`src/rtl/iosp_pkg.sv`:
```
package iosp_pkg;
  localparam int DW      = 8;
  localparam int AW      = 8;
  localparam int BW      = $clog2(DW);
  localparam int N_GP    = 3;
  localparam int N_FLAGS = 4;

  localparam logic [AW-1:0] IO_OFS      = 8'h20;
  localparam logic [AW-1:0] SHORT_MAX   = 8'h3F;
  localparam logic [AW-1:0] BIT_MAX     = 8'h1F;
  localparam logic [AW-1:0] STAT_DADDR  = 8'h36;
  localparam logic [AW-1:0] EXT_DADDR   = 8'h80;
  localparam logic [AW-1:0] PER_LO_END  = 8'h2F;
  localparam logic [AW-1:0] PER_HI_BASE = 8'hC0;

  localparam int SEL_EXT  = N_GP;
  localparam int SEL_STAT = N_GP + 1;
  localparam int SEL_PER  = N_GP + 2;
  localparam int N_SEL    = N_GP + 3;

  typedef enum logic [2:0] {
    OP_IN   = 3'd0,
    OP_OUT  = 3'd1,
    OP_LD   = 3'd2,
    OP_ST   = 3'd3,
    OP_BSET = 3'd4,
    OP_BCLR = 3'd5,
    OP_BTS  = 3'd6,
    OP_BTC  = 3'd7
  } op_e;

  function automatic logic [AW-1:0] gp_daddr(int idx);
    case (idx)
      0:       return 8'h3E;
      1:       return 8'h4A;
      default: return 8'h4B;
    endcase
  endfunction
endpackage

```
`src/rtl/iosp_decode.sv`:
```
module iosp_decode
  import iosp_pkg::*;
(
  input  op_e                 op,
  input  logic [AW-1:0]       addr,
  output logic                err,
  output logic                is_rd,
  output logic                is_wr,
  output logic                is_test,
  output logic [AW-1:0]       daddr,
  output logic [N_SEL-1:0]    sel
);
  logic short_view;
  logic bit_op;

  always_comb begin
    bit_op     = (op == OP_BSET) || (op == OP_BCLR) || (op == OP_BTS) || (op == OP_BTC);
    short_view = bit_op || (op == OP_IN) || (op == OP_OUT);
    daddr      = short_view ? (addr + IO_OFS) : addr;
    if (bit_op)          err = (addr > BIT_MAX);
    else if (short_view) err = (addr > SHORT_MAX);
    else                 err = (addr < IO_OFS);
    is_rd   = (op == OP_IN) || (op == OP_LD);
    is_wr   = (op == OP_OUT) || (op == OP_ST) || (op == OP_BSET) || (op == OP_BCLR);
    is_test = (op == OP_BTS) || (op == OP_BTC);
  end

  for (genvar g = 0; g < N_GP; g++) begin : g_gp_sel
    assign sel[g] = !err && (daddr == gp_daddr(g));
  end

  assign sel[SEL_EXT]  = !err && (daddr == EXT_DADDR);
  assign sel[SEL_STAT] = !err && (daddr == STAT_DADDR);
  assign sel[SEL_PER]  = !err && (((daddr >= IO_OFS) && (daddr <= PER_LO_END)) ||
                                  (daddr >= PER_HI_BASE));
endmodule

```
`src/rtl/iosp_bitops.sv`:
```
module iosp_bitops
  import iosp_pkg::*;
(
  input  op_e             op,
  input  logic [DW-1:0]   cur,
  input  logic [BW-1:0]   bitn,
  input  logic [DW-1:0]   wdata,
  input  logic            is_stat,
  output logic [DW-1:0]   new_val,
  output logic            test_flag
);
  logic [DW-1:0] mask;

  always_comb begin
    mask = DW'(1) << bitn;
    case (op)
      OP_BSET: new_val = is_stat ? mask : (cur | mask);
      OP_BCLR: new_val = is_stat ? '0   : (cur & ~mask);
      default: new_val = wdata;
    endcase
    test_flag = (op == OP_BTS) ? cur[bitn] : !cur[bitn];
  end
endmodule

```
`src/rtl/iosp_regs.sv`:
```
module iosp_regs
  import iosp_pkg::*;
(
  input  logic                      clk,
  input  logic                      rst,
  input  logic                      wr_en,
  input  logic [N_SEL-1:0]          wr_sel,
  input  logic [DW-1:0]             wr_data,
  input  logic [N_FLAGS-1:0]        flag_set,
  output logic [N_GP-1:0][DW-1:0]   gp_q,
  output logic [DW-1:0]             ext_q,
  output logic [DW-1:0]             stat_q
);
  logic [N_FLAGS-1:0] flags_q;
  logic [N_FLAGS-1:0] clr_mask;

  for (genvar g = 0; g < N_GP; g++) begin : g_gp
    always_ff @(posedge clk) begin
      if (rst)                    gp_q[g] <= '0;
      else if (wr_en && wr_sel[g]) gp_q[g] <= wr_data;
    end
  end

  always_ff @(posedge clk) begin
    if (rst)                          ext_q <= '0;
    else if (wr_en && wr_sel[SEL_EXT]) ext_q <= wr_data;
  end

  assign clr_mask = (wr_en && wr_sel[SEL_STAT]) ? wr_data[N_FLAGS-1:0] : '0;

  always_ff @(posedge clk) begin
    if (rst) flags_q <= '0;
    else     flags_q <= (flags_q & ~clr_mask) | flag_set;
  end

  assign stat_q = {{(DW-N_FLAGS){1'b0}}, flags_q};
endmodule

```
`src/rtl/iospace_decoder.sv`:
```
module iospace_decoder
  import iosp_pkg::*;
(
  input  logic               clk,
  input  logic               rst,
  input  logic               req_valid,
  output logic               req_ready,
  input  logic [2:0]         req_op,
  input  logic [AW-1:0]      req_addr,
  input  logic [BW-1:0]      req_bit,
  input  logic [DW-1:0]      req_wdata,
  output logic [DW-1:0]      rsp_rdata,
  output logic               rsp_flag,
  output logic               rsp_err,
  input  logic [N_FLAGS-1:0] flag_set,
  output logic               periph_valid,
  output logic               periph_write,
  output logic [AW-1:0]      periph_addr,
  output logic [DW-1:0]      periph_wdata,
  input  logic [DW-1:0]      periph_rdata
);
  op_e                   op;
  logic                  dec_err, is_rd, is_wr, is_test, test_flag;
  logic [AW-1:0]         daddr;
  logic [N_SEL-1:0]      sel;
  logic [DW-1:0]         cur, new_val;
  logic [N_GP-1:0][DW-1:0] gp_q;
  logic [DW-1:0]         ext_q, stat_q;
  logic                  wr_en;

  assign op = op_e'(req_op);

  iosp_decode u_decode (
    .op(op), .addr(req_addr), .err(dec_err), .is_rd(is_rd), .is_wr(is_wr),
    .is_test(is_test), .daddr(daddr), .sel(sel)
  );

  always_comb begin
    cur = '0;
    for (int i = 0; i < N_GP; i++) if (sel[i]) cur = gp_q[i];
    if (sel[SEL_EXT])  cur = ext_q;
    if (sel[SEL_STAT]) cur = stat_q;
    if (sel[SEL_PER])  cur = periph_rdata;
  end

  iosp_bitops u_bitops (
    .op(op), .cur(cur), .bitn(req_bit), .wdata(req_wdata),
    .is_stat(sel[SEL_STAT]), .new_val(new_val), .test_flag(test_flag)
  );

  assign wr_en = req_valid && is_wr && !dec_err && !sel[SEL_PER];

  iosp_regs u_regs (
    .clk(clk), .rst(rst), .wr_en(wr_en), .wr_sel(sel), .wr_data(new_val),
    .flag_set(flag_set), .gp_q(gp_q), .ext_q(ext_q), .stat_q(stat_q)
  );

  assign req_ready    = 1'b1;
  assign rsp_err      = req_valid && dec_err;
  assign rsp_rdata    = (req_valid && is_rd) ? cur : '0;
  assign rsp_flag     = req_valid && is_test && !dec_err && test_flag;
  assign periph_valid = req_valid && sel[SEL_PER];
  assign periph_write = is_wr;
  assign periph_addr  = daddr;
  assign periph_wdata = new_val;
endmodule

```
`config.mk`:
```
export PLATFORM = sky130hd
export DESIGN_NAME = iospace_decoder
export DESIGN_NICKNAME = d
export VERILOG_FILES = /design/src/rtl/iosp_pkg.sv /design/src/rtl/iosp_decode.sv /design/src/rtl/iosp_bitops.sv /design/src/rtl/iosp_regs.sv /design/src/rtl/iospace_decoder.sv
export SDC_FILE = /design/constraint.sdc
export NUM_CORES = 1
export LEC_CHECK = 0
export BUFFER_PORTS_ARGS = -buffer_cell sky130_fd_sc_hd__buf_4
export CAP_MARGIN = 30
export CORE_MARGIN = 4
export CORE_UTILIZATION = 25
export CTS_CLUSTER_DIAMETER = 30
export DETAILED_ROUTE_END_ITERATION = 12
export PLACE_DENSITY_LB_ADDON = 0.15
export SKIP_LAST_GASP = 1
export SYNTH_ARGS = -nofsm -noshare
export SYNTH_HDL_FRONTEND = slang
export SYNTH_SLANG_ARGS = --single-unit
```
`constraint.sdc`:
```
create_clock -name clk -period 3.4 [get_ports clk]
set_input_delay 0.51 -clock clk [delete_from_list [all_inputs] [get_ports clk]]
set_output_delay 0.51 -clock clk [all_outputs]
set_load 0.01 [all_outputs]
```
### After elaboration in Yosys (flattened, before gate mapping)

Cells that the tools add are included.

| storage, ports and cells | value |
|---|---|
| register bits after elaboration | 36 |
| output and inout bits | 29 |
| input bits | 37 |
| logic and storage cells | 85 |

| operators by class | value |
|---|---|
| equality and inequality tests | 12 |
| $lt $le $gt $ge | 7 |
| muxes and demuxes | 17 |
| bitwise gates (word level) | 6 |
| add/subtract/negate cells | 1 |
| reductions and logical operators | 36 |
| shift operators | 1 |

Operators by type and width:

| operator | count |
|---|---|
| two-way mux 8 bit | 10 |
| logical AND 1 bit | 21 |
| equality test 8 x 6 -> 1 bit (second input constant) | 2 |
| equality test 8 x 7 -> 1 bit (second input constant) | 2 |
| one-hot mux 8 bit (2 select lines) | 1 |
| equality test 3 bit (second input constant) | 4 |
| logical OR 1 bit | 11 |
| adder 8 x 6 -> 8 bit (second input constant) | 1 |
| bitwise AND 8 bit | 1 |
| equality test 8 bit (second input constant) | 1 |
| greater-or-equal comparator 8 x 6 -> 1 bit (second input constant) | 1 |
| greater-or-equal comparator 8 bit (second input constant) | 1 |
| greater-than comparator 8 x 5 -> 1 bit (second input constant) | 1 |
| greater-than comparator 8 x 6 -> 1 bit (second input constant) | 1 |
| <= comparator 8 x 6 -> 1 bit (second input constant) | 1 |
| < comparator 8 x 6 -> 1 bit (second input constant) | 1 |
| NOT 8 bit | 1 |
| bitwise OR 8 bit | 1 |
| << shifter 1 x 3 -> 8 bit (first input constant) | 1 |
| equality test 3 x 2 -> 1 bit (second input constant) | 2 |
| bitwise AND 4 bit | 1 |
| < comparator 3 x 4 -> 1 bit (second input constant) | 1 |
| two-way mux 1 bit | 4 |
| two-way mux 4 bit | 1 |
| other kinds (6) | 8 |

### Logic depth before layout (Yosys ltp)

Gate-level depths: netlist of the first run.

| logic depth | value |
|---|---|
| depth after elaboration | 23 |
| depth in mapped cells | 12 |
| mapped depth without buffers | 10 |

### By module

A second synthesis of the first run with hierarchy kept.

| unflattened totals | value |
|---|---|
| cells, all modules | 339 |
| area total of the unflattened synthesis | 2,827.7 um^2 |

Modules (own cells, without submodules):

| module | seq. area each (um^2) | area each (um^2) | instances | cells an instance |
|---|---|---|---|---|
| iosp_regs | 720.7 | 1,491.4 | 1 | 137 |
| iospace_decoder | 0.0 | 620.6 | 1 | 95 |
| iosp_bitops | 0.0 | 369.1 | 1 | 60 |
| iosp_decode | 0.0 | 346.6 | 1 | 47 |

### Least setup slack after synthesis of the first run

OpenSTA, ideal clock, no wires.

| timing | value |
|---|---|
| kind | input-to-output |
| from | in req_addr[5] |
| to | out rsp_flag |
| required time | 2,890 ps |
| data arrival time | 2,793 ps |
| path buffers | 0 |
| stages on the path | 9 |
| path slack | 97 ps |
| path through | ha_1 o31a_1 o211a_4 nor3_2 a21oi_1 a2111oi_2 a221o_1 nor3_1 nor4b_2 |

| on the way | value |
|---|---|
| cells in the longest elaborated chain, start to end | 16 |
| elaborated cells on any way between the ends | 36 |
| those cells by class | add/sub: 1; order compare: 6; eq/ne: 5; mux: 12; reduce/logical: 12 |

RTL lines:

| what | line | RTL |
|---|---|---|
| start, declared | iospace_decoder.sv:9 | `input logic [AW-1:0] req_addr,` |
| parallel branches: the longest is 15 deep, another holds adder 8 x 6 -> 8 bit | n/a |  |
| logical AND 1 bit * | iospace_decoder.sv:61 | `assign rsp_flag = req_valid && is_test && !dec_err && test_flag;` |
| end, declared | iospace_decoder.sv:13 | `output logic rsp_flag,` |

Mark *: on every way between the ends. The select of a mux whose other input is x is not followed.

### Final worst setup path of the first run

| timing | value |
|---|---|
| from | in req_addr[6] |
| to | out rsp_flag |

Same word-level chain as after synthesis.

==> impl_metrics.ini, run 1 <==
[outcome]
status = finished with violations
violations = setup timing

[logic_synthesis]
synth_top_family_by_area = compound AO/OA/AOI/OAI gates
synth-async-reset-ratio = 0
ys_seq_area_frac = 0.276
synthAdderAreaFrac = 0.00479
synth_top_area_frac = 0.276
synthesis.nets = 364
netlist_area_mm2 = 0.00261
syn_area_per_cell_um2 = 8.02
synth-compound-area-share = 0.318
synth-xor-area-share = 0.00335
synth.distinct_cells = 72
yosysWarnings = 0
synthTopCellsByArea = dfxtp_1 (28%), nor2_1 (6.7%), a211oi_1 (5.7%)
synth_ff_type = dfxtp_1
synth-edff-count = 0
yosys.area.top_type = dfxtp_1
synth_seq_cells = 36
yosys.area_share.simple = 0.267
synth_mux_area_frac = 0.0522
synth_cells = 326

[critical_path]
cp_cell_sequence = buf_6, or3_4, o221a_2, nand4_4, buf_4, nor3_1, a221oi_2, nand2_1, a221o_1, o21ai_1, nor4b_2, buf_4
critPathRequiredTime_ns = 2.89
crit_slowest_cell = or3_4
reg2reg_slack_ns = 1.40
cp-startpoint = req_addr[6]
setup.worst_path.class = in -> out
regToRegEndpoint = u_regs.gp_q[11]
endpoint_kind = output port
cp-start-kind = input pin
crit_path_max_fanout = 6
worstPathArrival_ns = 2.93
critPathMaxStageDelay_ns = 0.40
cp_common_cell = buf_4
worst-r2r-cell-count = 8
r2r-start = u_regs.gp_q[19]

[power_and_ir_drop]
seq_power_share = 0.412
swShare = 0.301
pwr-share-comb = 0.318
ir_drop_mv = 0.170
intPower_mw = 0.725
p_per_area_mw_per_mm2 = 263
power_frac_clock = 0.270
power_mw = 1.04
p_sw_mw = 0.312
p_leak_nw = 1.58

[timing]
fmax_ghz = 0.291
finalCritPeriodShare = 1.01
maxSlewViolCount = 0
setup_violations = 1
skew_ns = 0.00563
hold_violations = 0
rsz0062_at_grt = yes
tightestPinTransition_ns = 0.539
post-route-min-period_ns = 3.44
fin_ws_ns = -0.0376
hold_ws_ns = 0.454
relSlewSlack = 0.636

[hold_path]
min_delay_path_depth = 3
min_from = flag_set[1]
hold_class = in -> reg
whs_endpoint = u_regs.flags_q[1]

[clock_tree]
clk_latency_ns = 0.28
cts_setup_buffers = 0
cts_buffer_depth = 2
numCtsBuffers = 5
cts-root-buf = clkbuf_8
clock-sinks = 36
cts_tree = done
cts_max_level = 2
cts.clk_slew.worst_paths_ns = 0.07

[floorplanning]
dieWidth_um = 110
boundaryPins = 66
die_area_mm2 = 0.0122
initial_core_util = 0.255
core_mm2 = 0.0102
die_y_um = 110
rows = 37

[finish]
areaGrowthSynthToFinish_pct = 50.8
drive_gt1_frac = 0.432
n_antenna_cell = 0
fin_util = 0.385
final_nets = 476

[detailed_routing]
ant_nets = 0
num_vias = 2773
routed_wl_um = 9230
avgViaCountPerCell = 4.83
drt_iter0_drc = 121
remaining_drc_errors = 0
dr.pass1.iters = 4
avgRoutedWirePerCell_um = 16.1

[place]
dp_hpwl_um = 7490
pre_cts_ws_ns = -0.315
gp_congestion = 0.893
portBuffers = 64

[grt]
grt_pass1_wl_um = 14400
grt_max_degree = 37
first_global_vias = 2784
overflow = 0
antenna_found_initial = 0
grtUsageTotal = 0.152

[run]
max-cap-violations = 0
worst max path at each step:
stage | endpoint | slack, ns | depth (start not counted)
global placement | rsp_flag | -0.31 | 11
finish | rsp_flag | -0.04 | 12
floorplan | rsp_flag | 0.1 | 9
CTS | rsp_flag | -0.09 | 14
global route | rsp_flag | -0.15 | 14
detailed placement | rsp_flag | -0.31 | 12
through the flow:
stage / setup TNS (ns) / area [um^2] / instances
after floorplan: 0 / 2610 / 326
after global placement: -0.617 / 3630 / 567
after detailed placement: -0.547 / 3630 / 567
after CTS: -0.0924 / 3830 / 574
after global routing: -0.151 / 3940 / 574
final: -0.0376 / 3940 / 574
power by group through the flow:
stage	Combinational (mW)	Clock, mW	Sequential (mW)
after CTS	0.317	0.293	0.427
after floorplan	0.144	0	0.436
after global placement	0.306	0	0.437
after global routing	0.357	0.305	0.427
final	0.330	0.280	0.427
after detailed placement	0.304	0	0.437
state kept, by name, summed over array words and instances, names as in the netlist:
signal          cells
u_regs.gp_q        24
u_regs.ext_q        8
u_regs.flags_q      4
final cells by class:
cell class | count | area (um^2)
clock buffers | 6 | 72.6
multi-input cells | 250 | 1910
fillers | 1047 | 6290
well taps | 136 | 170
clock inverters | 1 | 5.00
flip-flops and latches | 36 | 721
inverters | 14 | 52.6
repair buffers | 131 | 1010
timing repair:
item | in CTS | in global routing
hold buffers | 0 | 0
pin swaps | 7 | 5
resized for setup | 19 | 21
endpoints found under the setup margin | 5 | 7
layout by cell type, fill, tap and decap left out, types with 3 or more instances in the layout:
master / count
or3_4: 3
nor2_1: 46
o31a_1: 3
a31oi_1: 3
o21ai_0: 9
a211oi_1: 19
nand3_1: 9
nand4_1: 3
a2111oi_4: 4
and2_1: 4
nor3_1: 6
inv_1: 13
o211ai_1: 3
mux2i_1: 8
and3_1: 4
o21ai_1: 3
mux2_2: 4
nand2b_1: 9
buf_4: 126
buf_6: 4
nor4b_2: 3
a21oi_1: 16
clkbuf_8: 5
dfxtp_1: 36
nand2_1: 30
logic make-up after synthesis:
group	count (synthesis)
other cells	1
buf+inv	40
xor+xnor	1
compound gates	98
fa+ha+maj	1
flops	36
simple gates	136
mux	13
worst max-delay path, delay by kind of cell:
family,cells,cell delay [ns]
AO/OA/AOI/OAI,4,1.03
buffers and inverters,3,0.42
AND/OR/NAND/NOR,5,0.96
synth_stat cells (4+ instances only):
cell and n:
and2_1 5, nand2b_1 10, and3_1 4, nand3_1 9, nor2_1 47, a21oi_1 16
mux2_2 4, buf_4 6, a211oi_1 20, nand2_1 30, nor3_1 8, mux2i_1 8
o21ai_0 11, buf_2 6, dfxtp_1 36, inv_1 14, clkbuf_1 9
per-layer routing:
layer / vias up / wire length [um] / global-route usage / part of all wire
li1: 1420 / - / - / -
met1: 1282 / 4430 / 0.209 / 0.48
met2: 60 / 4290 / 0.254 / 0.46
met3: 11 / 366 / 0.0210 / 0.040
met4: 0 / 147 / 0.0325 / 0.016
met5: - / 0 / 0 / 0
Power figures use the tool's default switching activity.
==> run 2: changes to the inputs <==
- ABC_AREA: unset -> 1
- CAP_MARGIN: 30 -> unset
==> run 2 against run 1 <==
  * The flow now finishes without violations
  * First-iteration DRC count up 56%
  * Critical path depth up 9
  * Setup slack better by 0.34 ns
  * Clock power up 8.9%
  * Power down 6.3%
  * Cell area down 12%
  * Critical endpoint unchanged
  * Largest cell class unchanged
  * Largest power group unchanged
  * Highest routed layer unchanged
==> impl_metrics.ini, run 2 <==
[detailed_routing]
routed_wl_um = 9020
ant_nets = 0
avgViaCountPerCell = 4.45
avgRoutedWirePerCell_um = 13.5
remaining_drc_errors = 0
num_vias = 2982
drt_iter0_drc = 189
dr.pass1.iters = 4

[clock_tree]
numCtsBuffers = 5
clk_latency_ns = 0.30
cts_max_level = 2
clock-sinks = 36
cts_setup_buffers = 0
cts.clk_slew.worst_paths_ns = 0.08
cts_resized = 0
cts_hold_buf = 0
cts_buffer_depth = 2
cts_tree = done
cts-root-buf = clkbuf_8

[hold_path]
whs_endpoint = u_regs.flags_q[3]
hold_class = in -> reg
min_delay_path_depth = 3
min_from = flag_set[3]

[logic_synthesis]
synthesis.nets = 503
synth_ff_type = dfxtp_1
synth_seq_cells = 36
yosysMostFrequentCell = inv_1
yosysWarnings = 0
synth_cells = 465
yosys.area.top_type = dfxtp_1
synth_common_cells = inv_1 (90), nand2_1 (87), nor2_1 (66), dfxtp_1 (36), a21oi_1 (32)
netlist_area_mm2 = 0.00275
ys_seq_area_frac = 0.262
synthTopCellsByArea = dfxtp_1 (26%), inv_1 (12%), nand2_1 (12%)
synth-edff-count = 0
syn_area_per_cell_um2 = 5.91
synth_top_area_frac = 0.262
synth.distinct_cells = 31
synth-async-reset-ratio = 0

[timing]
setup_violations = 0
fin_ws_ns = 0.301
rsz0062_at_grt = no
hold_ws_ns = 0.467
post-route-min-period_ns = 3.10
fmax_ghz = 0.323
tns_ns = 0
hold_violations = 0
skew_ns = 0.0135
finalCritPeriodShare = 0.911
maxSlewViolCount = 0

[critical_path]
worstPathArrival_ns = 2.59
critPathRequiredTime_ns = 2.89
worst-r2r-cell-count = 13
reg2reg_slack_ns = 1.85
regToRegEndpoint = u_regs.gp_q[8]
setup.worst_path.class = in -> out
cp-start-kind = input pin
crit_path_max_fanout = 11
endpoint_kind = output port
r2r-start = u_regs.gp_q[16]

[floorplanning]
initial_core_util = 0.255
rows = 38
boundaryPins = 66
core_mm2 = 0.0108
dieWidth_um = 113
die_area_mm2 = 0.0127
die_y_um = 113

[place]
portBuffers = 64
gp_congestion = 0.832
pre_cts_ws_ns = 0.316
dp_hpwl_um = 7370

[grt]
grtUsageTotal = 0.143
grt_pass1_wl_um = 14700
first_global_vias = 2938
grt_max_degree = 37
overflow = 0
antenna_found_initial = 0

[power_and_ir_drop]
p_per_area_mw_per_mm2 = 281
ir_drop_mv = 0.133
p_leak_nw = 1.89

[finish]
nFillCells = 1237
final_nets = 567
drive_gt1_frac = 0.232
multi_input_comb_area_mm2 = 0.00155
areaGrowthSynthToFinish_pct = 25.9
largestRegisters = u_regs.gp_q x24, u_regs.ext_q x8, u_regs.flags_q x4
final_cell_mix = inv_1 (90), nand2_1 (87), buf_4 (74)
n_antenna_cell = 0
top_register = u_regs.gp_q
seqCellArea_um2 = 721
final_common_cell = inv_1
largest_reg_flops = 24

[outcome]
status = completed

[run]
max-cap-violations = 0
run 2: cell count changes after synthesis, moves of 7 or more:
| cell | change |
|---|---|
| a211oi_1 | -20 |
| o21ai_1 | +29 |
| a21oi_1 | +16 |
| nand2_2 | +8 |
| nand3_1 | +19 |
| nand2_1 | +57 |
| nor2_2 | +7 |
| nand4_1 | +7 |
| nand2b_1 | -10 |
| inv_1 | +76 |
| mux2i_1 | -8 |
| nor2_1 | +19 |
run 2: kinds of logic after synthesis:
logic type	count (synthesis)	synth area share
simple gates	228	0.397
fa+ha+maj	1	0.00455
compound gates	84	0.161
other cells	1	0.00136
buf+inv	115	0.173
flops	36	0.262
run 2: critical path, stage by stage:
cell	delay, ns
buf_4	0.12
ha_1	0.31
inv_1	0.06
nand2_1	0.04
nand2_1	0.08
nand3_1	0.11
nor2_2	0.10
buf_4	0.17
nand3_1	0.13
inv_2	0.08
nand2_1	0.04
o21ai_1	0.11
o21ai_2	0.10
nand3_1	0.07
nand2_1	0.05
nor2_1	0.09
nand2_1	0.08
nand2_1	0.07
nand2_1	0.04
nor2_1	0.09
buf_4	0.13
run 2: final cells by class:
| cell class | count | share of cell area |
|---|---|---|
| multi-input cells | 314 | 0.448 |
| flip-flops and latches | 36 | 0.208 |
| repair buffers | 74 | 0.161 |
| inverters | 98 | 0.107 |
| well taps | 140 | 0.0506 |
| clock buffers | 5 | 0.0199 |
| clock inverters | 3 | 0.00542 |
run 2: worst max-delay path by stage:
stage	start	end	slack, ns	depth (start not counted)
4_1_cts	req_addr[5]	rsp_flag	0.30	19
2_1_floorplan	req_addr[5]	rsp_flag	0.75	19
3_5_place_dp	req_addr[5]	rsp_flag	0.32	21
5_1_grt	req_addr[5]	rsp_flag	0.08	21
6_report	req_addr[5]	rsp_flag	0.30	21
3_3_place_gp	req_addr[5]	rsp_flag	0.31	21
run 2: power by group:
group          internal [mW]  switching, mW
registers              0.425        0.00296
logic                 0.0943          0.145
clock network          0.143          0.162
run 2: stage by stage:
stage	cell area (um^2)	instances	utilization	power, mW
2_1_floorplan	2750	465	-	0.572
3_3_place_gp	3370	662	0.312	0.679
3_5_place_dp	3370	662	0.312	0.679
4_1_cts	3460	670	0.321	0.991
5_1_grt	3460	670	0.321	1.03
6_report	3460	670	0.321	0.971
run 2: routing by layer:
metal / GRT usage / up-vias / wire length (um)
met5: 0 / - / 0
met1: 0.192 / 1323 / 4190
li1: - / 1560 / -
met3: 0.0316 / 17 / 559
met4: 0.0561 / 0 / 240
met2: 0.223 / 82 / 4030
==> run 3: changes to the inputs <==
- REMOVE_ABC_BUFFERS: unset -> 1
==> run 3 against run 2 <==
  * Cell count decreased by 0.45%
  * Largest power group unchanged
  * Setup slack lost 0.036 ns
  * Critical path type unchanged
  * Sequential power hardly changed
  * Clock skew decreased by 0.0080 ns
  * Via count fell by 2.1%
  * Clock-buffer cell count up 2
==> impl_metrics.ini, run 3 (synthesis gave the netlist of run 2 again) <==
[detailed_routing]
remaining_drc_errors = 0
ant_nets = 0
avgRoutedWirePerCell_um = 13.0
num_vias = 2919
drt_iter0_drc = 138
dr.pass1.iters = 4
avgViaCountPerCell = 4.38
routed_wl_um = 8700

[timing]
hold_violations = 0
maxSlewViolCount = 0
fin_ws_ns = 0.265
setup_violations = 0
fmax_ghz = 0.319
skew_ns = 0.00553
post-route-min-period_ns = 3.14
hold_ws_ns = 0.471
finalCritPeriodShare = 0.922

[floorplanning]
die_area_mm2 = 0.0127
initial_core_util = 0.255
dieWidth_um = 113
die_y_um = 113
boundaryPins = 66
core_mm2 = 0.0108
rows = 38

[clock_tree]
cts_resized = 0
numCtsBuffers = 5
cts-root-buf = clkbuf_8
clk_latency_ns = 0.29
cts_max_level = 2
clock-sinks = 36
cts_hold_buf = 0
cts_buffer_depth = 2
cts_setup_buffers = 0
cts.clk_slew.worst_paths_ns = 0.07
cts_tree = done

[outcome]
status = completed

[finish]
areaGrowthSynthToFinish_pct = 26.1
seqCellArea_um2 = 721
drive_gt1_frac = 0.228
final_common_cell = inv_1
n_antenna_cell = 0
final_nets = 564
nFillCells = 1250
finalInstanceArea_mm2 = 0.00347
largest_reg_flops = 24
largestRegisters = u_regs.gp_q x24, u_regs.ext_q x8, u_regs.flags_q x4
fin_util = 0.321
multi_input_comb_area_mm2 = 0.00156
final_cell_mix = inv_1 (90), nand2_1 (87), buf_4 (70)
top_register = u_regs.gp_q

[critical_path]
cp-start-kind = input pin
cp_cell_sequence = buf_4, ha_1, inv_1, nand2_1, nand2_1, nand3_2, nor2_4, buf_12, nand3_1, inv_2, nand2_1, o21ai_1, o21ai_2, nand3_1, nand2_1, nor2_1, nand2_1, nand2_1, nand2_1, nor2_1, buf_4
critPathRequiredTime_ns = 2.89
critPathMaxStageDelay_ns = 0.32
endpoint_kind = output port
cp_common_cell = nand2_1
worstPathArrival_ns = 2.63
crit_path_max_fanout = 11
setup.worst_path.class = in -> out
crit_slowest_cell = ha_1

[grt]
grt_max_degree = 37
grt-busiest-layer = met2
grt_use_met2 = 0.247
grt_use_met3 = 0.0187
grtUsageTotal = 0.138
overflow = 0
grt_pass1_wl_um = 14300
met1_usage = 0.175
first_global_vias = 2954
antenna_found_initial = 0

[run]
max-cap-violations = 0

[place]
portBuffers = 64
dpl_cell_area_mm2 = 0.00336
gp_congestion = 0.799
pre_cts_ws_ns = 0.250
dp_hpwl_um = 7080

[hold_path]
hold_class = in -> reg

[power_and_ir_drop]
ir_drop_mv = 0.159
p_per_area_mw_per_mm2 = 285
power_mw = 0.989
p_leak_nw = 1.88
==> run 3: per-layer routing <==
metal / wire (um) / vias to the layer above
met4: 86 / 0
met3: 326 / 5
met1: 4030 / 1315
met5: 0 / -
li1: - / 1555
met2: 4260 / 44
==> run 3: worst paths after layout <==
path | to | start | depth (start not counted) | slack [ns]
setup / recovery | rsp_flag | req_addr[5] | 21 | 0.26
hold / removal | u_regs.flags_q[3] | flag_set[3] | 3 | 0.47
setup reg to reg | u_regs.gp_q[16] | u_regs.gp_q[16] | 13 | 1.85
hold reg to reg | u_regs.flags_q[2] | u_regs.flags_q[2] | 2 | 0.48
==> run 3: power by group <==
part           switching (mW)  internal, mW  total [mW]
Combinational           0.143        0.0926       0.236
Sequential            0.00222         0.425       0.427
Clock                   0.162         0.165       0.326
==> run 3: critical path, delay by kind of cell <==
kind / cells / cell delay (ns)
adder cells (fa/ha/maj): 1 / 0.32
AND/OR/NAND/NOR: 13 / 1.05
buffers and inverters: 5 / 0.54
AO/OA/AOI/OAI: 2 / 0.18
==> run 3: per-stage QoR <==
stage	TNS (ns)	instances
floorplan	0	448
global placement	0	659
detailed placement	0	659
CTS	0	667
global route	-0.00357	667
finish	0	667
==> run 3: cell type report <==
cell class / count / area share
timing repair buffer: 71 / 0.157
inverter: 98 / 0.107
clock inverter: 1 / 0.00217
clock buffer: 7 / 0.0249
tap: 140 / 0.0505
sequential: 36 / 0.208
multi-input combinational: 314 / 0.450
